File: config.mk
export PLATFORM = sky130hd
export DESIGN_NAME = seeded_window_bist
export DESIGN_NICKNAME = d
export VERILOG_FILES = /design/src/rtl/swb_pkg.sv /design/src/rtl/swb_wrap_counter.sv /design/src/rtl/swb_seed_table.sv /design/src/rtl/swb_modular_lfsr.sv /design/src/rtl/seeded_window_bist.sv
export SDC_FILE = /design/constraint.sdc
export NUM_CORES = 1
export LEC_CHECK = 0
export ABC_CLOCK_PERIOD_IN_PS = 850
export BUFFER_PORTS_ARGS = -buffer_cell sky130_fd_sc_hd__clkbuf_2
export CAP_MARGIN = 20
export CORE_UTILIZATION = 30
export DETAILED_ROUTE_END_ITERATION = 8
export GPL_ROUTABILITY_DRIVEN = 0
export PLACE_DENSITY = 0.44
export SYNTH_ARGS = -nofsm -noshare
export SYNTH_HDL_FRONTEND = slang
export SYNTH_SLANG_ARGS = --single-unit
export TNS_END_PERCENT = 30
File: constraint.sdc
create_clock -name clk -period 0.85 [get_ports clk]
set_clock_uncertainty 0.05 [all_clocks]
set_input_delay 0.085 -clock clk [delete_from_list [all_inputs] [get_ports clk]]
set_output_delay 0.085 -clock clk [all_outputs]
set_load 0.01 [all_outputs]
File: src/rtl/swb_pkg.sv
package swb_pkg;
  typedef enum logic [1:0] {
    SWB_IDLE = 2'd0,
    SWB_LOAD = 2'd1,
    SWB_RUN  = 2'd2,
    SWB_FIN  = 2'd3
  } swb_state_e;
endpackage

File: src/rtl/swb_wrap_counter.sv
module swb_wrap_counter #(
  parameter int LIMIT = 4,
  localparam int CW = (LIMIT > 1) ? $clog2(LIMIT) : 1
) (
  input  logic          clk,
  input  logic          rst_n,
  input  logic          clr,
  input  logic          inc,
  output logic [CW-1:0] value,
  output logic          at_last
);
  logic [CW-1:0] value_d;

  assign at_last = (value == CW'(LIMIT - 1));

  always_comb begin
    value_d = value;
    if (clr)          value_d = '0;
    else if (inc)     value_d = at_last ? '0 : value + CW'(1);
  end

  always_ff @(posedge clk or negedge rst_n) begin
    if (!rst_n)           value <= '0;
    else if (clr || inc)  value <= value_d;
  end
endmodule

File: src/rtl/swb_seed_table.sv
module swb_seed_table #(
  parameter int WIDTH = 8,
  parameter int NUM_SEEDS = 4,
  parameter logic [NUM_SEEDS*WIDTH-1:0] SEED_TABLE = '1,
  localparam int IW = (NUM_SEEDS > 1) ? $clog2(NUM_SEEDS) : 1
) (
  input  logic [IW-1:0]    idx,
  output logic [WIDTH-1:0] seed
);
  logic [WIDTH-1:0] entry [NUM_SEEDS];

  for (genvar g = 0; g < NUM_SEEDS; g++) begin : g_entry
    assign entry[g] = SEED_TABLE[g*WIDTH +: WIDTH];
  end

  always_comb begin
    seed = entry[0];
    for (int i = 0; i < NUM_SEEDS; i++) begin
      if (idx == IW'(i)) seed = entry[i];
    end
  end
endmodule

File: src/rtl/swb_modular_lfsr.sv
module swb_modular_lfsr #(
  parameter int WIDTH = 8,
  parameter logic [WIDTH-1:0] POLY = 8'h1D
) (
  input  logic             clk,
  input  logic             rst_n,
  input  logic             load_en,
  input  logic             step_en,
  input  logic [WIDTH-1:0] seed,
  output logic [WIDTH-1:0] state
);
  logic [WIDTH-1:0] shifted;
  logic [WIDTH-1:0] state_d;

  assign shifted = {state[WIDTH-2:0], 1'b0};

  always_comb begin
    state_d = state;
    if (load_en)       state_d = seed;
    else if (step_en)  state_d = state[WIDTH-1] ? (shifted ^ POLY) : shifted;
  end

  always_ff @(posedge clk or negedge rst_n) begin
    if (!rst_n)                 state <= '0;
    else if (load_en || step_en) state <= state_d;
  end
endmodule

File: src/rtl/seeded_window_bist.sv
module seeded_window_bist #(
  parameter int WIDTH = 8,
  parameter int NUM_SEEDS = 4,
  parameter int WINDOW = 6,
  parameter logic [WIDTH-1:0] POLY = 8'h1D,
  parameter logic [NUM_SEEDS*WIDTH-1:0] SEED_TABLE = 32'h01C3_5A81
) (
  input  logic             clk,
  input  logic             rst_n,
  input  logic             start,
  output logic [WIDTH-1:0] pattern,
  output logic             pat_vld,
  output logic             bist_done
);
  import swb_pkg::*;

  localparam int IW = (NUM_SEEDS > 1) ? $clog2(NUM_SEEDS) : 1;
  localparam int WW = (WINDOW > 1) ? $clog2(WINDOW) : 1;

  logic [1:0]       rst_pipe;
  logic             rst_int_n;
  swb_state_e       state_q, state_d;
  logic             start_ok;
  logic [IW-1:0]    seed_idx;
  logic             seed_last;
  logic [WW-1:0]    win_pos;
  logic             win_last;
  logic [WIDTH-1:0] seed_val;
  logic             in_load, in_run;

  always_ff @(posedge clk or negedge rst_n) begin
    if (!rst_n) rst_pipe <= 2'b00;
    else        rst_pipe <= {rst_pipe[0], 1'b1};
  end
  assign rst_int_n = rst_pipe[1];

  assign in_load  = (state_q == SWB_LOAD);
  assign in_run   = (state_q == SWB_RUN);
  assign start_ok = start && ((state_q == SWB_IDLE) || (state_q == SWB_FIN));

  always_comb begin
    state_d = state_q;
    unique case (state_q)
      SWB_IDLE, SWB_FIN: if (start) state_d = SWB_LOAD;
      SWB_LOAD:          state_d = SWB_RUN;
      SWB_RUN:           if (win_last) state_d = seed_last ? SWB_FIN : SWB_LOAD;
      default:           state_d = SWB_IDLE;
    endcase
  end

  always_ff @(posedge clk or negedge rst_int_n) begin
    if (!rst_int_n) state_q <= SWB_IDLE;
    else            state_q <= state_d;
  end

  swb_wrap_counter #(.LIMIT(NUM_SEEDS)) u_seed_ctr (
    .clk     (clk),
    .rst_n   (rst_int_n),
    .clr     (start_ok),
    .inc     (in_run && win_last && !seed_last),
    .value   (seed_idx),
    .at_last (seed_last)
  );

  swb_wrap_counter #(.LIMIT(WINDOW)) u_win_ctr (
    .clk     (clk),
    .rst_n   (rst_int_n),
    .clr     (in_load),
    .inc     (in_run),
    .value   (win_pos),
    .at_last (win_last)
  );

  swb_seed_table #(
    .WIDTH(WIDTH), .NUM_SEEDS(NUM_SEEDS), .SEED_TABLE(SEED_TABLE)
  ) u_table (
    .idx  (seed_idx),
    .seed (seed_val)
  );

  swb_modular_lfsr #(.WIDTH(WIDTH), .POLY(POLY)) u_lfsr (
    .clk     (clk),
    .rst_n   (rst_int_n),
    .load_en (in_load),
    .step_en (in_run),
    .seed    (seed_val),
    .state   (pattern)
  );

  assign pat_vld   = in_run;
  assign bist_done = (state_q == SWB_FIN);
endmodule

==> results.toml, run 1 <==
[status]
status = "complete, but fails checks"
violations = "setup timing"

[worst_setup_path]
cp-start-kind = "flop"
crit_fanout = 6
critPathBufInv = 1
worstPathArrival_ns = 1.49
crit_family = "flip-flops"
cp_slowest_cell = "dfrtp_1"
setup.worst_path.start = "state_q[1]$_DFFE_PN0P_"
critPathCaptureType = "flop"
critPathKind = "flop to flop"
path_cells = "ha_4, buf_6, mux2_4"
slowest_delay_ns = 0.44
r2r_start = "state_q[1]$_DFFE_PN0P_"
critical_path_required_ns = 0.99

[global_routing]
gr-total-overflow = 0
met1_usage_pct = 19.20
grt_pass1_vias = 776
grt.total_usage_pct = 14.67
antenna_found_initial = 0
grt_pass1_wl_um = 3505
grt_util_met3_pct = 2.791
grt_max_degree = 16
met2_usage_pct = 23.06
grt.busiest_layer = "met2"

[drt]
wl_per_cell_um = 12.45
wl_um = 1992
firstDrtPassIters = 4
viasPerCell = 4.625
drtIter0Drc = 30
via_count = 740
remaining_drc_errors = 0
ant_nets = 0

[cells_and_area]
fin_util_pct = 50.36
nets = 140
stdcell_count = 160
diodes = 0
final_cell_area_um2 = 1389
fillers = 261
area_growth_pct = 59.94
drive_above_1_share_pct = 55.04

[power]
power.total_mw = 5.556
power.switching_mw = 2.178
p_leak_nw = 0.6773
power.internal_mw = 3.378
seq_power_share_pct = 26.5
swShare_pct = 39.21
comb_power_share_pct = 65.5
power_frac_clock_pct = 8.0
peakVddDrop_mv = 2.183
power_density_nw_per_um2 = 4000

[logic_synthesis]
syn_avg_cell_area_um2 = 10.10
synth_edf_count = 0
yosysMostFrequentCell = "dfrtp_1"
synth-seq-area-share_pct = 48.99
syn_nets = 96
synth_top_area_share_pct = 48.99
ys.flop_type = "dfrtp_1"
synth.area.top_cells = "dfrtp_1, ha_1, o21ai_0"
async_reset_ff_share_pct = 100.0
synth.distinct_cells = 24
synth.largest_area_cell = "dfrtp_1"
synthesis.area_um2 = 868.3
ys.warnings.count = 0
ys_ff_latch = 17
yosys-top-cells-count = "dfrtp_1, nand2_1, o21ai_0"
syn_inst = 86

[die]
coreArea_um2 = 2758
start_util_pct = 31.49
die-width_um = 55.80
die_h_um = 55.80
io_pins = 13
row_count = 19
dieArea_um2 = 3114

[timing]
setup_viol = 25
setup_ws_ns = -0.5045
fmax_ghz = 0.7383
rsz0062_at_grt = "yes"
period_minus_slack_ns = 1.355
hold_viol_final = 0
drv_slew = 0
fin_crit_sh_pct = 159.4

[clocking]
ctsRootBufferMaster = "clkbuf_4"
clk_transition_reported_paths_ns = 0.11
clk_latency_ns = 0.29
cts_max_path_buffers = 2
htreeDepth = 1
cts_inserted_buffers = 3
cts_tree = "built"
cts_sinks = 17

[placed_design]
port_buffers = 12
dpl_cell_area_um2 = 1141
dp_cells = 148
hpwl_um = 1332

[job]
maxCapViolCount = 0

[hold_path]
min_path_type = "input pin to async pin"
-- layout by cell type (no fill, tap or decap), drive strengths merged --
cell	n
dfrtp	17
inv	5
or3	2
nor2	6
nor3b	1
a21boi	2
mux2	1
a21oi	6
conb	1
o31ai	2
nand2	10
clkinv	1
xor2	3
ha	7
nor4b	1
clkbuf	14
a211o	1
mux2i	1
buf	30
dlygate4sd3	1
o21ai	10
nand2b	1
a22o	2
nand4	1
nand3b	1
nor2b	2
-- worst reg2reg max path: stages, from the launching register on --
cell and delay, ns:
dfrtp_1 0.44, ha_4 0.35, buf_6 0.12, mux2_4 0.29
-- state kept, by name, summed over array words and instances (netlist names) --
name	cells
rst_pipe	2
u_seed_ctr.value	2
state_q	2
u_lfsr.state	8
u_win_ctr.value	3
-- metrics by stage --
stage / hold slack [ns] / TNS, ns / setup slack [ns]
after detailed placement: -0.1780 / -7.447 / -0.5611
after CTS: 0.02994 / -9.609 / -0.5201
after global routing: 0.02643 / -10.75 / -0.5805
after floorplan: -0.2606 / -5.976 / -0.4283
after global placement: -0.1787 / -7.229 / -0.5975
final: 0.04080 / -9.271 / -0.5045
-- area by class of cell --
| cell class | instances | area [um2] | share of cell area, % |
|---|---|---|---|
| multi-input combinational | 61 | 536.8 | 38.65 |
| sequential | 17 | 429.2 | 30.90 |
| timing repair buffer | 42 | 335.3 | 24.14 |
| tap | 31 | 38.79 | 2.793 |
| clock buffer | 3 | 22.52 | 1.622 |
| inverter | 5 | 21.27 | 1.532 |
| clock inverter | 1 | 5.005 | 0.3604 |
-- cell families after synthesis --
group                    after synthesis  synth area share (%)
other                                  1                0.4319
flip-flops                            17                 48.99
XOR/XNOR                               3                 3.026
multiplexers                           2                 2.450
AND/OR/NAND/NOR                       25                 15.42
adder cells (fa/ha/maj)                7                 10.09
buffers and inverters                  8                 3.746
AO/OA/AOI/OAI                         23                 15.85
-- power groups by stage --
stage | logic (mW) | clock network [mW] | registers, mW
5_1_grt | 4.02 | 0.523 | 1.52
3_3_place_gp | 2.60 | 0 | 1.43
6_report | 3.64 | 0.444 | 1.47
3_5_place_dp | 2.58 | 0 | 1.44
4_1_cts | 2.81 | 0.472 | 1.44
2_1_floorplan | 1.49 | 0 | 1.51
-- per-layer routing --
layer | share of wire (%) | wire, um | up-vias
met5 | 0 | 0 | -
met4 | 0.90 | 18 | 0
met3 | 2.2 | 43 | 2
met2 | 50 | 988 | 8
met1 | 47 | 941 | 352
li1 | - | - | 378
-- path summary, 6_finish.rpt --
path                                                         to  slack, ns  cells past startpoint
worst max-delay path             u_win_ctr.value[0]$_DFFE_PN0P_      -0.50                      3
worst min-delay path                      rst_pipe[1]$_DFF_PN0_       0.04                      2
worst max register to register   u_win_ctr.value[0]$_DFFE_PN0P_      -0.50                      3
worst min register to register      u_lfsr.state[2]$_DFFE_PN0P_       0.13                      1
max in group asynchronous       u_seed_ctr.value[0]$_DFFE_PN0P_       0.42                      1
min in group clk                u_seed_ctr.value[0]$_DFFE_PN0P_       0.09                      3
-- what timing repair did --
action / in CTS / in global routing
pin swaps: 4 / 6
hold buffers: 1 / 0
endpoints found under the setup margin: 25 / 25
setup buffers: 2 / 5
hold endpoints to repair: 2 / 0
resized for setup: 15 / 30
(Power assumes the default switching activity.)
==> run 2: changes to the inputs <==
--- a/config.mk
+++ b/config.mk
@@ -14,5 +14,6 @@
 export PLACE_DENSITY = 0.44
 export SYNTH_ARGS = -nofsm -noshare
 export SYNTH_HDL_FRONTEND = slang
+export SYNTH_HIERARCHICAL = 1
 export SYNTH_SLANG_ARGS = --single-unit
 export TNS_END_PERCENT = 30
==> results.toml, run 2 <==
[placed_design]
place_ws_ns = -0.5516
dp_cells = 160
dpl_cell_area_um2 = 1210
port_buffers = 12
hpwl_um = 1358

[drt]
drtIter0Drc = 14
via_count = 711
wl_per_cell_um = 10.57
firstDrtPassIters = 3
ant_nets = 0
wl_um = 1797
remaining_drc_errors = 0
viasPerCell = 4.182

[global_routing]
grt_pass1_wl_um = 3160
grt.total_usage_pct = 12.36
grt_max_degree = 16
grt_pass1_vias = 721
gr-total-overflow = 0
antenna_found_initial = 0

[clocking]
ctsRootBufferMaster = "clkbuf_4"
cts_tree = "built"
htreeDepth = 1
cts_inserted_buffers = 3
clk_transition_reported_paths_ns = 0.11
cts_max_path_buffers = 2
cts_sinks = 17
clk_latency_ns = 0.29

[worst_setup_path]
cp-start-kind = "flop"
rr_endpoint = "u_seed_ctr/value[0]$_DFFE_PN0P_"
worstPathArrival_ns = 1.59
crit_fanout = 3
critPathKind = "flop to flop"
rr_worst_depth = 6
r2r_start = "state_q[0]$_DFFE_PN0P_"
critical_path_required_ns = 1.03
critPathCaptureType = "flop"
rrSetupSlack_ns = -0.56

[timing]
hold_ws_ns = 0.04788
hold_viol_final = 0
fmax_ghz = 0.7081
fin_crit_sh_pct = 166.1
setup_viol = 25
setup_tns_ns = -9.115
drv_slew = 0
rsz0062_at_grt = "yes"
period_minus_slack_ns = 1.412
setup_ws_ns = -0.5621

[cells_and_area]
top_regs = "u_lfsr/state (8), u_win_ctr/value (3)"
fillers = 295
layout_common_cells = "buf_4, dfrtp_1, clkbuf_2"
final_cell_area_um2 = 1323
area_growth_pct = 34.99
diodes = 0
final_common_cell = "buf_4"
drive_above_1_share_pct = 40.48
nets = 139
largest_reg_flops = 8
regMostFlops = "u_lfsr/state"
stdcell_count = 170
fin_util_pct = 42.97

[job]
maxCapViolCount = 0

[logic_synthesis]
ys.flop_type = "dfrtp_1"
synth.largest_area_cell = "dfrtp_1"
yosys-top-cells-count = "dfrtp_1, ha_1, nand2_1"
yosysMostFrequentCell = "dfrtp_1"
synth_top_area_share_pct = 43.42
synth.distinct_cells = 25
synth_edf_count = 0
synth.area.top_cells = "dfrtp_1, ha_1, mux2i_1"
syn_avg_cell_area_um2 = 10.65
ys.warnings.count = 6
async_reset_ff_share_pct = 100.0
synth-seq-area-share_pct = 43.42
synthesis.area_um2 = 979.7
syn_inst = 92
ys_ff_latch = 17

[die]
die_h_um = 59.15
start_util_pct = 31.83
coreArea_um2 = 3078
row_count = 20
die-width_um = 59.15
dieArea_um2 = 3498
io_pins = 13

[power]
power_density_nw_per_um2 = 2946
peakVddDrop_mv = 1.180
p_leak_nw = 0.6308
power.total_mw = 3.896

[status]
violations = "setup timing"
status = "complete, but fails checks"

[hold_path]
min_path_type = "input pin to async pin"
run 2: worst max-delay path, stage by stage, from the launching register on:
cell	delay, ns
dfrtp_1	0.43
inv_2	0.10
ha_4	0.15
nand2_2	0.05
nor2_2	0.09
or3b_1	0.37
a21oi_2	0.12
run 2: final cells by class:
cell class | count | area, um2 | share of cell area (%)
sequential | 17 | 425.4 | 32.17
timing repair buffer | 36 | 272.8 | 20.62
clock buffer | 3 | 22.52 | 1.703
clock inverter | 1 | 5.005 | 0.3784
inverter | 6 | 22.52 | 1.703
multi-input combinational | 63 | 519.2 | 39.26
tap | 44 | 55.05 | 4.163
run 2: cell families (layout without fill, tap and decap cells):
family	Yosys count	count (layout)	share of synthesized area [%]
simple gates	24	24	14.94
mux	7	7	7.152
compound gates	16	16	11.11
xor+xnor	4	4	3.576
buf+inv	13	46	7.534
other cells	2	3	0.7666
flops	17	17	43.42
fa+ha+maj	9	9	11.49
run 2: where the power goes:
| group | leakage [nW] | switching (mW) | internal (mW) |
|---|---|---|---|
| Clock | 0.0177 | 0.268 | 0.175 |
| Sequential | 0.218 | 0.235 | 1.06 |
| Combinational | 0.395 | 0.976 | 1.18 |
run 2: what timing repair did:
item | CTS | global route
endpoints found under the hold margin | 2 | 0
gates resized for setup | 12 | 3
hold buffers | 1 | 0
buffers inserted | 4 | 1
pin swaps | 5 | 2
setup endpoints to repair | 25 | 25
run 2: worst max-delay path by stage:
stage	from	to	slack, ns
floorplan	state_q[0]$_DFFE_PN0P_	u_seed_ctr/value[0]$_DFFE_PN0P_	-0.60
global placement	state_q[1]$_DFFE_PN0P_	u_lfsr/state[4]$_DFFE_PN0P_	-0.55
detailed placement	state_q[0]$_DFFE_PN0P_	u_seed_ctr/value[0]$_DFFE_PN0P_	-0.55
CTS	state_q[0]$_DFFE_PN0P_	u_seed_ctr/value[0]$_DFFE_PN0P_	-0.56
global route	state_q[0]$_DFFE_PN0P_	u_seed_ctr/value[0]$_DFFE_PN0P_	-0.60
finish	state_q[0]$_DFFE_PN0P_	u_seed_ctr/value[0]$_DFFE_PN0P_	-0.56
run 2: metal layers:
layer / global-route usage [%] / part of all wire, % / vias up
met5: 0 / 0 / -
met1: 16.99 / 50 / 330
met4: 6.122 / 1.0 / 0
met3: 1.965 / 2.7 / 2
met2: 18.83 / 46 / 9
li1: - / - / 370
